File: src/rtl/pio_pkg.sv
package pio_pkg;
   localparam int ADDR_W = 3;

   typedef enum logic [ADDR_W-1:0] {
      REG_IN   = 3'd0,
      REG_OUT  = 3'd1,
      REG_DIR  = 3'd2,
      REG_EDGE = 3'd3,
      REG_FLAG = 3'd4,
      REG_IEN  = 3'd5,
      REG_FSEL = 3'd6
   } pio_reg_e;
endpackage

File: src/rtl/pio_sync.sv
module pio_sync #(
   parameter int WIDTH  = 8,
   parameter int STAGES = 2
) (
   input  logic             clk,
   input  logic             rst_n,
   input  logic [WIDTH-1:0] d,
   output logic [WIDTH-1:0] q
);
   logic [WIDTH-1:0] chain [STAGES];

   always_ff @(posedge clk or negedge rst_n) begin
      if (!rst_n) chain[0] <= '0;
      else        chain[0] <= d;
   end

   for (genvar s = 1; s < STAGES; s++) begin : g_stage
      always_ff @(posedge clk or negedge rst_n) begin
         if (!rst_n) chain[s] <= '0;
         else        chain[s] <= chain[s-1];
      end
   end

   assign q = chain[STAGES-1];
endmodule

File: src/rtl/pio_regs.sv
module pio_regs
   import pio_pkg::*;
#(
   parameter int WIDTH = 8
) (
   input  logic              clk,
   input  logic              rst_n,
   input  logic              bus_wr,
   input  logic              bus_rd,
   input  logic [ADDR_W-1:0] bus_addr,
   input  logic [WIDTH-1:0]  bus_wdata,
   input  logic [WIDTH-1:0]  in_val,
   input  logic [WIDTH-1:0]  flag_val,
   output logic [WIDTH-1:0]  bus_rdata,
   output logic [WIDTH-1:0]  out_q,
   output logic [WIDTH-1:0]  dir_q,
   output logic [WIDTH-1:0]  edge_q,
   output logic [WIDTH-1:0]  ien_q,
   output logic [WIDTH-1:0]  fsel_q,
   output logic              flag_wr
);
   logic [WIDTH-1:0] rd_mux;

   assign flag_wr = bus_wr && (bus_addr == REG_FLAG);

   always_ff @(posedge clk or negedge rst_n) begin
      if (!rst_n) begin
         out_q  <= '0;
         dir_q  <= '0;
         edge_q <= '0;
         ien_q  <= '0;
         fsel_q <= '0;
      end else if (bus_wr) begin
         case (bus_addr)
            REG_OUT:  out_q  <= bus_wdata;
            REG_DIR:  dir_q  <= bus_wdata;
            REG_EDGE: edge_q <= bus_wdata;
            REG_IEN:  ien_q  <= bus_wdata;
            REG_FSEL: fsel_q <= bus_wdata;
            default:  ;
         endcase
      end
   end

   always_comb begin
      case (bus_addr)
         REG_IN:   rd_mux = in_val;
         REG_OUT:  rd_mux = out_q;
         REG_DIR:  rd_mux = dir_q;
         REG_EDGE: rd_mux = edge_q;
         REG_FLAG: rd_mux = flag_val;
         REG_IEN:  rd_mux = ien_q;
         REG_FSEL: rd_mux = fsel_q;
         default:  rd_mux = '0;
      endcase
   end

   always_ff @(posedge clk or negedge rst_n) begin
      if (!rst_n)      bus_rdata <= '0;
      else if (bus_rd) bus_rdata <= rd_mux;
   end
endmodule

File: src/rtl/pio_flags.sv
module pio_flags #(
   parameter int               WIDTH     = 8,
   parameter logic [WIDTH-1:0] BOND_MASK = '1
) (
   input  logic             clk,
   input  logic             rst_n,
   input  logic [WIDTH-1:0] sync_in,
   input  logic [WIDTH-1:0] edge_sel,
   input  logic [WIDTH-1:0] ien,
   input  logic             flag_wr,
   input  logic [WIDTH-1:0] wdata,
   output logic [WIDTH-1:0] flag_q,
   output logic             irq
);
   logic [WIDTH-1:0] prev_q;
   logic [WIDTH-1:0] raw_hit;
   logic [WIDTH-1:0] hit;
   logic [WIDTH-1:0] flag_d;

   always_ff @(posedge clk or negedge rst_n) begin
      if (!rst_n) prev_q <= '0;
      else        prev_q <= sync_in;
   end

   always_comb begin
      for (int i = 0; i < WIDTH; i++) begin
         raw_hit[i] = edge_sel[i] ? (prev_q[i] & ~sync_in[i])
                                  : (~prev_q[i] & sync_in[i]);
      end
   end

   assign hit    = raw_hit & BOND_MASK;
   assign flag_d = (flag_wr ? wdata : flag_q) | hit;

   always_ff @(posedge clk or negedge rst_n) begin
      if (!rst_n) flag_q <= '0;
      else        flag_q <= flag_d;
   end

   assign irq = |(flag_q & ien);

   for (genvar i = 0; i < WIDTH; i++) begin : g_chk
      p_edge_beats_clear_r8: assert property (@(posedge clk) disable iff (!rst_n)
         (flag_wr && !wdata[i] && hit[i]) |=> flag_q[i]);
      p_flag_quiet_r6: assert property (@(posedge clk) disable iff (!rst_n)
         (!flag_wr && !hit[i]) |=> $stable(flag_q[i]));
      if (!BOND_MASK[i]) begin : g_unbonded
         p_unbonded_quiet_r10: assert property (@(posedge clk) disable iff (!rst_n)
            !flag_wr |=> $stable(flag_q[i]));
      end
   end
endmodule

File: src/rtl/pio_edge_port.sv
module pio_edge_port
   import pio_pkg::*;
#(
   parameter int               WIDTH       = 8,
   parameter int               SYNC_STAGES = 2,
   parameter logic [WIDTH-1:0] BOND_MASK   = '1
) (
   input  logic              clk,
   input  logic              rst_n,
   input  logic              bus_wr,
   input  logic              bus_rd,
   input  logic [ADDR_W-1:0] bus_addr,
   input  logic [WIDTH-1:0]  bus_wdata,
   output logic [WIDTH-1:0]  bus_rdata,
   input  logic [WIDTH-1:0]  pin_in,
   output logic [WIDTH-1:0]  pin_out,
   output logic [WIDTH-1:0]  pin_oe,
   input  logic [WIDTH-1:0]  periph_out,
   input  logic [WIDTH-1:0]  periph_oe,
   output logic              irq
);
   if (WIDTH < 1) begin : g_bad_width
      $error("pio_edge_port: WIDTH must be at least 1");
   end
   if (SYNC_STAGES < 2) begin : g_bad_sync
      $error("pio_edge_port: SYNC_STAGES must be at least 2");
   end

   logic [WIDTH-1:0] in_sync;
   logic [WIDTH-1:0] out_q, dir_q, edge_q, ien_q, fsel_q, flag_q;
   logic             flag_wr;

   pio_sync #(.WIDTH(WIDTH), .STAGES(SYNC_STAGES)) u_sync (
      .clk(clk), .rst_n(rst_n), .d(pin_in), .q(in_sync)
   );

   pio_regs #(.WIDTH(WIDTH)) u_regs (
      .clk(clk), .rst_n(rst_n),
      .bus_wr(bus_wr), .bus_rd(bus_rd), .bus_addr(bus_addr),
      .bus_wdata(bus_wdata), .in_val(in_sync), .flag_val(flag_q),
      .bus_rdata(bus_rdata), .out_q(out_q), .dir_q(dir_q),
      .edge_q(edge_q), .ien_q(ien_q), .fsel_q(fsel_q), .flag_wr(flag_wr)
   );

   pio_flags #(.WIDTH(WIDTH), .BOND_MASK(BOND_MASK)) u_flags (
      .clk(clk), .rst_n(rst_n), .sync_in(in_sync), .edge_sel(edge_q),
      .ien(ien_q), .flag_wr(flag_wr), .wdata(bus_wdata),
      .flag_q(flag_q), .irq(irq)
   );

   for (genvar i = 0; i < WIDTH; i++) begin : g_pin
      assign pin_out[i] = fsel_q[i] ? periph_out[i] : out_q[i];
      assign pin_oe[i]  = fsel_q[i] ? periph_oe[i]  : dir_q[i];
   end

   p_irq_needs_enable_r9: assert property (@(posedge clk) disable iff (!rst_n)
      irq |-> (ien_q != '0));
endmodule

File: config.mk
export PLATFORM = sky130hd
export DESIGN_NAME = pio_edge_port
export DESIGN_NICKNAME = d
export VERILOG_FILES = /design/src/rtl/pio_pkg.sv /design/src/rtl/pio_sync.sv /design/src/rtl/pio_regs.sv /design/src/rtl/pio_flags.sv /design/src/rtl/pio_edge_port.sv
export SDC_FILE = /design/constraint.sdc
export NUM_CORES = 1
export LEC_CHECK = 0
export BUFFER_PORTS_ARGS = -buffer_cell sky130_fd_sc_hd__buf_2
export CAP_MARGIN = 20
export CORE_MARGIN = 1.5
export CORE_UTILIZATION = 45
export DETAILED_ROUTE_END_ITERATION = 7
export PLACE_DENSITY = 0.73
export SLEW_MARGIN = 10
export SYNTH_ARGS = -nofsm -noshare
export SYNTH_HDL_FRONTEND = slang
export SYNTH_SLANG_ARGS = --single-unit
File: constraint.sdc
create_clock -name clk -period 1 [get_ports clk]
set_input_delay 0.05 -clock clk [delete_from_list [all_inputs] [get_ports clk]]
set_output_delay 0.05 -clock clk [all_outputs]
set_load 0.01 [all_outputs]
==> impl_metrics.py, run 1 <==
metrics = {
    "status": {
        "status": "complete, but fails checks",
        "violations": "negative setup slack",
    },
    "final_layout": {
        "fin_util": 0.6844,
        "fillers": 560,
        "drive_gt1_frac": 0.5479,
        "fin_area_mm2": 0.005316,
        "fin_nets": 484,
        "area_growth_pct": 46.37,
        "stdcell_count": 551,
        "diodes": 0,
    },
    "clock_tree": {
        "cts_tree": "yes",
        "htreeDepth": 3,
        "clk_pin_slew_ns": 0.08,
        "cts_buffer_depth": 2,
        "numCtsBuffers": 9,
        "insertion_delay_ns": 0.36,
        "root_buffer": "clkbuf_8",
        "clock_sinks": 80,
    },
    "detailed_routing": {
        "final_antenna_net_count": 0,
        "vias": 2958,
        "drc_errors": 0,
        "avgViaCountPerCell": 5.368,
        "first_iter_violations": 151,
        "post_drt_wl_per_cell_um": 17.85,
        "wl_mm": 9.836,
        "first_pass_iters": 4,
    },
    "pwr": {
        "seq_power_share": 0.451,
        "ir_worst_vdd_mv": 1.142,
        "power.switching_mw": 2.686,
        "p_leak_nw": 2.451,
        "p_per_area_mw_per_mm2": 1721,
        "pwr-share-clk": 0.224,
        "p_sw_frac": 0.2936,
        "p_int_mw": 6.461,
        "p_comb_frac": 0.325,
    },
    "worst_setup_path": {
        "required_ns": 0.95,
        "critPathLaunchType": "flop",
        "cp_max_fo": 2,
        "regToRegSetupSlack_ns": -0.29,
        "crit_buf_inv": 1,
        "crit_path_max_incr_delay_ns": 0.41,
        "crit_type": "flop to primary output",
        "path_delay_family": "flip-flops",
        "worstSetupEndpointType": "primary output",
        "path_cells": "a22oi_2 > nand4_1 > buf_2",
        "cp_slowest_cell": "dfrtp_1",
        "crit_arrival_ns": 1.34,
    },
    "grt": {
        "grt_pass1_vias": 3044,
        "grt_max_degree": 27,
        "grt-ovfl-total": 0,
        "grt_usage": 0.2359,
        "grt_pass1_wl_mm": 15.24,
        "antenna_found_initial": 0,
    },
    "die": {
        "die_h_um": 92.84,
        "rows": 32,
        "io_pins": 64,
        "core_mm2": 0.007767,
        "start_util": 0.4676,
        "dieWidth_um": 92.84,
        "dieArea_mm2": 0.008619,
    },
    "place": {
        "port_buffers": 63,
        "placed_cell_area_mm2": 0.004598,
        "hpwl_mm": 6.571,
        "dp.cells": 507,
        "gp_congestion": 0.8938,
    },
    "sta": {
        "rsz0062_at_grt": "yes",
        "finalCriticalPeriod_ns": 1.394,
        "worst_slack_ns": -0.3942,
        "finalHoldViolCount": 0,
        "setup_viol_count_final": 29,
        "finClkSkew_ns": 0.008425,
        "maxSlewHeadroom": 0.7574,
        "slew_viol_final": 0,
        "tightestPinTransition_ns": 0.3640,
        "finalSetupTns_ns": -7.069,
        "min_period_over_period": 1.394,
        "max_freq_mhz": 717.2,
    },
    "synth": {
        "synth_edf_count": 0,
        "synth_cell_types": 39,
        "ys_top_cells_by_count": "80 x dfrtp_1, 56 x mux2_2, 20 x mux2i_1",
        "synth.most_common_cell": "dfrtp_1",
        "synth.avg_cell_area_um2": 12.66,
        "synthTopCellsByArea": "dfrtp_1 55%, mux2_2 17%, mux2i_1 5.5%",
        "synth_ff_type": "dfrtp_1",
        "async_flop_share": 1.000,
        "syn_inst": 287,
        "synth_top_area_frac": 0.5512,
        "yosys_warnings": 0,
        "syn_area_mm2": 0.003632,
        "ys_seq_elements": 80,
        "seq_area_frac_synth": 0.5512,
        "synth_area_leader_cell": "dfrtp_1",
        "syn-num-nets": 326,
    },
    "hold_path": {
        "hold_class": "primary input to flop",
    },
    "flow_run": {
        "maxCapViolCount": 0,
    },
}
## power groups by stage
stage	logic [mW]	registers (mW)	clock network, mW
2_1_floorplan	1.13	4.10	0
3_3_place_gp	2.13	4.13	0
3_5_place_dp	2.21	4.15	0
4_1_cts	2.70	4.09	2.09
5_1_grt	3.19	4.18	2.24
6_report	2.98	4.13	2.05
## worst reg2reg max path: cells and delay by family (launching register included)
kind,cells,cell delay (ns)
buffers and inverters,1,0.14
flip-flops,1,0.44
AO/OA/AOI/OAI,3,0.44
multiplexers,1,0.16
## layout by cell type, fill, tap and decap left out, drive strengths merged, types with 2 or more instances in the layout
| cell type | n |
|---|---|
| buf | 144 |
| dfrtp | 80 |
| mux2 | 56 |
| mux2i | 20 |
| nand2 | 19 |
| nor2 | 18 |
| dlygate4sd3 | 14 |
| inv | 10 |
| clkbuf | 10 |
| o211ai | 9 |
| o22ai | 7 |
| nand3b | 5 |
| a22oi | 5 |
| nand2b | 5 |
| a32o | 4 |
| a211oi | 4 |
| nand3 | 4 |
| o21ai | 4 |
| clkinv | 4 |
| a2bb2oi | 3 |
| a21oi | 3 |
| nor2b | 3 |
| and3 | 2 |
| nor4b | 2 |
| o32ai | 2 |
| nor4 | 2 |
## flip-flops by register name, summed over array words and instances, names as in the netlist
name	cells
u_regs.bus_rdata	8
u_regs.dir_q	8
u_sync.chain	8
u_regs.out_q	8
u_flags.flag_q	8
u_regs.ien_q	8
u_sync.q	8
u_regs.fsel_q	8
u_regs.edge_q	8
u_flags.prev_q	8
## metrics by stage
| stage | hold WS (ns) | setup WS (ns) | power [mW] |
|---|---|---|---|
| finish | 0.01311 | -0.3942 | 9.147 |
| global route | 0.008672 | -0.4233 | 9.606 |
| CTS | 0.0003340 | -0.3670 | 8.883 |
| detailed placement | -0.01608 | -0.3218 | 6.355 |
| global placement | -0.01661 | -0.2806 | 6.259 |
| floorplan | -0.2456 | -0.04582 | 5.226 |
## metal layers
| layer | wire length [um] | part of all wire | global-route usage | vias to the layer above |
|---|---|---|---|---|
| met5 | 0 | 0 | 0 | - |
| met4 | 149 | 0.015 | 0.08965 | 0 |
| met3 | 599 | 0.061 | 0.05829 | 12 |
| met2 | 4937 | 0.50 | 0.3881 | 92 |
| met1 | 4151 | 0.42 | 0.2997 | 1491 |
| li1 | - | - | - | 1363 |
## path summary, 6_finish.rpt
kind	startpoint	end	depth (start not counted)
max	u_regs.ien_q[2]	irq	3
min	bus_wdata[2]	u_regs.ien_q[2]	2
max reg2reg	u_flags.flag_q[6]	u_regs.bus_rdata[6]	5
min reg2reg	u_sync.chain[12]	u_sync.q[4]	0
max in group asynchronous	rst_n	u_flags.flag_q[5]	3
min in group asynchronous	rst_n	u_sync.chain[14]	2
## area by class of cell
| type | count | area [um^2] | area share |
|---|---|---|---|
| inverter | 10 | 37.54 | 0.007060 |
| clock buffer | 10 | 127.6 | 0.02401 |
| clock inverter | 5 | 35.03 | 0.006590 |
| tap | 102 | 127.6 | 0.02401 |
| sequential | 80 | 2003 | 0.3768 |
| timing repair buffer | 158 | 1296 | 0.2438 |
| multi-input combinational | 186 | 1689 | 0.3177 |
## cells by family after synthesis
group | count (synthesis) | share of synthesized area
compound gates | 44 | 0.08956
buf+inv | 21 | 0.02825
flops | 80 | 0.5512
mux | 76 | 0.2287
simple gates | 66 | 0.1023
## repair_timing
item / in CTS / in global routing
buffers inserted: 12 / 4
endpoints found under the hold margin: 96 / 1
hold buffers: 13 / 1
pin swaps: 11 / 16
setup endpoints to repair: 26 / 31
resized for setup: 35 / 34
No activity file was read; power rests on OpenSTA's default activity.
==> run 2: changes to the inputs <==
--- a/config.mk
+++ b/config.mk
@@ -11,7 +11,7 @@
 export CORE_UTILIZATION = 45
 export DETAILED_ROUTE_END_ITERATION = 7
 export PLACE_DENSITY = 0.73
-export SLEW_MARGIN = 10
 export SYNTH_ARGS = -nofsm -noshare
 export SYNTH_HDL_FRONTEND = slang
 export SYNTH_SLANG_ARGS = --single-unit
+export TNS_END_PERCENT = 10
==> run 2 against run 1 <==
Net effect: the flow still finishes with violations (negative setup slack); die area stayed put; via count down 1.7%; clock-buffer cell count unchanged; worst setup slack improved by 0.011 ns; first-iteration DRC count shrank 39%; power decreased by 0.45%; non-clock buffer count shrank 6; sequential power barely moved; combinational power down 9.1%; global-route usage down 0.89 points; critical endpoint unchanged.
==> impl_metrics.py, run 2 (synthesized netlist as in run 1, its figures left out) <==
metrics = {
    "status": {
        "status": "complete, but fails checks",
        "violations": "negative setup slack",
    },
    "detailed_routing": {
        "drc_errors": 0,
        "vias": 2907,
        "final_antenna_net_count": 0,
        "post_drt_wl_per_cell_um": 16.82,
        "wl_mm": 9.166,
        "first_iter_violations": 92,
        "avgViaCountPerCell": 5.334,
        "first_pass_iters": 4,
    },
    "worst_setup_path": {
        "reg2reg_to": "u_regs.bus_rdata[3]",
        "cp_max_fo": 3,
        "rr_worst_depth": 5,
        "regToRegSetupSlack_ns": -0.20,
        "required_ns": 0.95,
        "worstSetupEndpointType": "primary output",
        "cp_slowest_cell": "dfrtp_1",
        "path_cells": "a22oi_2 > nand4_1 > buf_2",
        "crit_type": "flop to primary output",
        "crit_buf_inv": 1,
        "crit_arrival_ns": 1.33,
        "path_delay_family": "flip-flops",
        "critPathLaunchType": "flop",
        "crit_path_max_incr_delay_ns": 0.43,
        "reg2reg_from": "u_regs.fsel_q[3]",
    },
    "sta": {
        "finalCriticalPeriod_ns": 1.383,
        "finClkSkew_ns": 0.008686,
        "max_freq_mhz": 723.0,
        "hold_ws_ns": 0.005188,
        "worst_slack_ns": -0.3831,
        "finalHoldViolCount": 0,
        "setup_viol_count_final": 25,
        "rsz0062_at_grt": "yes",
        "min_period_over_period": 1.383,
        "tightestPinTransition_ns": 0.5792,
        "slew_viol_final": 0,
        "maxSlewHeadroom": 0.6131,
    },
    "pwr": {
        "p_per_area_mw_per_mm2": 1760,
        "power.total_mw": 9.106,
        "p_leak_nw": 2.394,
        "ir_worst_vdd_mv": 0.9282,
    },
    "clock_tree": {
        "root_buffer": "clkbuf_8",
        "numCtsBuffers": 9,
        "clk_pin_slew_ns": 0.08,
        "cts_buffer_depth": 2,
        "cts_tree": "yes",
        "clock_sinks": 80,
        "htreeDepth": 3,
        "insertion_delay_ns": 0.35,
    },
    "grt": {
        "grt_pass1_vias": 3029,
        "grt_max_degree": 33,
        "grt.met3_usage": 0.06240,
        "grt_usage": 0.2270,
        "grt-ovfl-total": 0,
        "grt_pass1_wl_mm": 14.88,
        "antenna_found_initial": 0,
        "use_met2": 0.3820,
        "grt.busiest_layer": "met2",
        "met1_usage": 0.2794,
    },
    "die": {
        "start_util": 0.4676,
        "dieWidth_um": 92.84,
        "io_pins": 64,
        "rows": 32,
        "die_h_um": 92.84,
        "dieArea_mm2": 0.008619,
        "core_mm2": 0.007767,
    },
    "final_layout": {
        "drive_gt1_frac": 0.5169,
        "fin_area_mm2": 0.005174,
        "stdcell_count": 545,
        "fin_nets": 478,
        "diodes": 0,
        "area_growth_pct": 42.44,
        "fin_util": 0.6661,
        "final_cell_mix": "80 x dfrtp_1, 62 x buf_4, 49 x mux2_2",
        "final_common_cell": "dfrtp_1",
    },
    "hold_path": {
        "hold_class": "primary input to flop",
        "min_path_cells": 2,
        "hold_start": "bus_wdata[5]",
        "min_to": "u_regs.dir_q[5]",
    },
    "place": {
        "placed_cell_area_mm2": 0.004626,
        "dp.cells": 514,
        "hpwl_mm": 6.795,
        "gp_congestion": 0.8514,
        "port_buffers": 63,
    },
    "flow_run": {
        "maxCapViolCount": 0,
    },
}
==> run 2: cell count changes in the layout (fill, tap and decap cells not counted), sizes merged <==
cell         previous run  this run
clkinv                  4         2
bufinv                  0         1
clkbuf                 10        11
clkinvlp                1         2
dlygate4sd3            14        11
buf                   144       140
==> run 2: worst max-delay path by stage <==
stage | cells past startpoint | endpoint | start
after floorplan | 4 | u_regs.edge_q[0] | bus_addr[2]
after global placement | 5 | u_regs.dir_q[0] | bus_addr[2]
after detailed placement | 6 | u_flags.flag_q[6] | bus_addr[2]
after CTS | 4 | irq | u_regs.ien_q[3]
after global routing | 3 | pin_oe[0] | u_regs.fsel_q[0]
final | 3 | irq | u_regs.ien_q[4]
==> run 2: what timing repair did <==
item                       CTS  global route
buffers inserted             3             2
hold buffers                11             0
pin swaps                    6             2
setup endpoints to repair   25            28
hold endpoints to repair    92             0
resized for setup           30            17
==> run 2: through the flow <==
step | setup WS (ns) | setup TNS, ns
finish | -0.3831 | -6.658
global route | -0.4092 | -8.191
CTS | -0.3879 | -6.624
detailed placement | -0.3139 | -12.35
global placement | -0.2801 | -10.96
floorplan | -0.07695 | -2.172
==> run 2: area by class of cell <==
cell class                      instances  area, um^2
Fill cell                             571        2594
Sequential cell                        80        2002
Multi-Input combinational cell        186        1612
Timing Repair Buffer                  152        1209
Clock buffer                           10       127.6
Tap cell                              102       127.6
Clock inverter                          5       58.81
Inverter                               10       37.54
==> run 2: power by group <==
group / internal, mW / switching, mW
Clock: 1.14 / 1.14
Combinational: 1.68 / 1.03
Sequential: 3.73 / 0.384
Total: 6.55 / 2.56
==> run 2: worst register-to-register path, cell delays in order, from the launching register on <==
cell and delay [ns]:
dfrtp_1 0.38, buf_4 0.14, mux2i_1 0.13, nor2_1 0.07
nor4_2 0.28, o22ai_1 0.10
==> run 2: metal layers <==
layer | up-vias | routed length [um]
li1 | 1358 | -
met2 | 74 | 4634
met5 | - | 0
met4 | 0 | 231
met3 | 21 | 367
met1 | 1454 | 3933
==> run 3: changes to the inputs <==
--- a/config.mk
+++ b/config.mk
@@ -11,6 +11,7 @@
 export CORE_UTILIZATION = 45
 export DETAILED_ROUTE_END_ITERATION = 7
 export PLACE_DENSITY = 0.73
+export RECOVER_POWER = 100
 export SYNTH_ARGS = -nofsm -noshare
 export SYNTH_HDL_FRONTEND = slang
 export SYNTH_SLANG_ARGS = --single-unit
==> constraint.sdc (replaced) <==
create_clock -name clk -period 1.2 [get_ports clk]
set_input_delay 0.06 -clock clk [delete_from_list [all_inputs] [get_ports clk]]
set_output_delay 0.06 -clock clk [all_outputs]
set_load 0.01 [all_outputs]
==> run 3 against run 2 <==
Net effect: the flow still finishes with violations (negative setup slack); combinational power shrank 35%; power down 20%; worst setup slack improved by 0.23 ns; via count is 5.5% lower; clock power decreased by 8.8%; register-to-register slack better by 0.11 ns; utilization is 5.5 points lower; die area stayed put; global-route usage shrank 0.69 points; critical path type unchanged; highest routed layer unchanged.
==> impl_metrics.py, run 3 (synthesized netlist as in run 1, its figures left out) <==
metrics = {
    "sta": {
        "finalCriticalPeriod_ns": 1.356,
        "max_freq_mhz": 737.4,
        "worst_slack_ns": -0.1562,
        "finalHoldViolCount": 0,
        "maxSlewHeadroom": 0.5592,
        "slew_viol_final": 0,
        "min_period_over_period": 1.130,
        "finalSetupTns_ns": -2.183,
        "rsz0062_at_grt": "yes",
        "setup_viol_count_final": 23,
        "finClkSkew_ns": 0.007849,
        "tightestPinTransition_ns": 0.6613,
    },
    "clock_tree": {
        "htreeDepth": 3,
        "root_buffer": "clkbuf_8",
        "numCtsBuffers": 9,
        "clock_sinks": 80,
        "cts_tree": "yes",
        "clk_pin_slew_ns": 0.08,
        "insertion_delay_ns": 0.36,
        "cts_buffer_depth": 2,
    },
    "grt": {
        "grt-ovfl-total": 0,
        "grt_pass1_wl_mm": 14.38,
        "antenna_found_initial": 0,
        "grt_usage": 0.2201,
        "grt_pass1_vias": 2850,
        "grt_max_degree": 29,
    },
    "die": {
        "io_pins": 64,
        "die_h_um": 92.84,
        "dieArea_mm2": 0.008619,
        "core_mm2": 0.007767,
        "dieWidth_um": 92.84,
        "start_util": 0.4676,
        "rows": 32,
    },
    "worst_setup_path": {
        "crit_path_max_incr_delay_ns": 0.37,
        "crit_arrival_ns": 1.30,
        "crit_start": "u_regs.fsel_q[1]",
        "worstSetupEndpoint": "pin_oe[1]",
        "worstSetupEndpointType": "primary output",
        "crit_top_cell": "buf_6",
        "cp_max_fo": 3,
        "regToRegSetupSlack_ns": -0.09,
        "rr_worst_depth": 4,
        "reg2reg_to": "u_regs.bus_rdata[4]",
        "reg2reg_from": "u_flags.flag_q[4]",
        "crit_type": "flop to primary output",
        "cp_slowest_cell": "dfrtp_1",
        "critPathLaunchType": "flop",
        "required_ns": 1.14,
        "path_cells": "buf_6 > mux2_2 > buf_6",
    },
    "flow_run": {
        "maxCapViolCount": 0,
    },
    "status": {
        "status": "complete, but fails checks",
        "violations": "negative setup slack",
    },
    "pwr": {
        "seq_power_share": 0.477,
        "p_sw_frac": 0.2883,
        "p_int_mw": 5.207,
        "ir_worst_vdd_mv": 0.7050,
        "p_comb_frac": 0.239,
        "power.total_mw": 7.316,
        "pwr-share-clk": 0.285,
        "p_per_area_mw_per_mm2": 1541,
        "power.switching_mw": 2.109,
        "p_leak_nw": 2.135,
    },
    "hold_path": {
        "hold_class": "primary input to flop",
        "min_path_cells": 2,
    },
    "detailed_routing": {
        "wl_mm": 8.856,
        "avgViaCountPerCell": 5.409,
        "vias": 2748,
        "first_pass_iters": 4,
        "drc_errors": 0,
        "final_antenna_net_count": 0,
        "first_iter_violations": 152,
        "post_drt_wl_per_cell_um": 17.43,
    },
    "final_layout": {
        "area_growth_pct": 30.66,
        "fin_nets": 440,
        "fin_area_mm2": 0.004746,
        "final_common_cell": "dfrtp_1",
        "fin_util": 0.6110,
        "diodes": 0,
        "final_cell_mix": "76 x dfrtp_1, 44 x mux2_2, 41 x buf_2",
        "drive_gt1_frac": 0.4310,
    },
    "place": {
        "port_buffers": 63,
        "hpwl_mm": 6.194,
        "placed_cell_area_mm2": 0.004308,
        "gp_congestion": 0.8666,
        "pre_cts_ws_ns": -0.2072,
    },
}
==> run 3: what timing repair did <==
action                                  in CTS  in global routing
endpoints found under the hold margin       97                  0
setup buffers                                2                  0
pin swaps                                    4                  5
hold buffers                                13                  0
gates resized for setup                     20                 18
endpoints found under the setup margin      19                 23
==> run 3: cell type report <==
cell class | count | area [um^2]
well taps | 102 | 127.6
inverters | 10 | 37.54
repair buffers | 114 | 780.7
clock inverters | 6 | 75.07
flip-flops and latches | 80 | 2007
clock buffers | 10 | 137.6
fillers | 648 | 3022
multi-input cells | 186 | 1580
==> run 3: power by group through the flow <==
stage / clock network, mW / registers (mW) / logic (mW)
finish: 2.08 / 3.49 / 1.75
global route: 2.25 / 3.55 / 1.89
CTS: 2.13 / 3.46 / 1.70
detailed placement: 0 / 3.50 / 1.47
global placement: 0 / 3.49 / 1.43
floorplan: 0 / 3.42 / 0.919
==> run 3: worst min path at each step <==
| stage | slack, ns | to | start |
|---|---|---|---|
| 4_1_cts | 0.0008 | u_regs.ien_q[6] | bus_wdata[6] |
| 2_1_floorplan | -0.24 | u_flags.flag_q[0] | rst_n |
| 3_5_place_dp | -0.002 | u_regs.dir_q[5] | rst_n |
| 6_report | 0.01 | u_regs.ien_q[6] | bus_wdata[6] |
| 3_3_place_gp | -0.002 | u_regs.fsel_q[5] | rst_n |
| 5_1_grt | 0.02 | u_regs.fsel_q[6] | bus_wdata[6] |
==> run 3: worst max-delay path: cells and delay by family (launching register included) <==
| family | cells | cell delay, ns |
|---|---|---|
| buf+inv | 2 | 0.23 |
| mux | 1 | 0.33 |
| flops | 1 | 0.37 |
==> run 3: routing by layer <==
layer | routed length (um) | GRT usage
met5 | 0 | 0
met4 | 223 | 0.09596
met3 | 511 | 0.05008
met2 | 4372 | 0.3710
met1 | 3749 | 0.2693
==> run 3: through the flow <==
step / cells / hold slack [ns]
final: 508 / 0.01224
after floorplan: 287 / -0.2356
after detailed placement: 477 / -0.001719
after global placement: 477 / -0.001579
after CTS: 508 / 0.0007838
after global routing: 508 / 0.01850
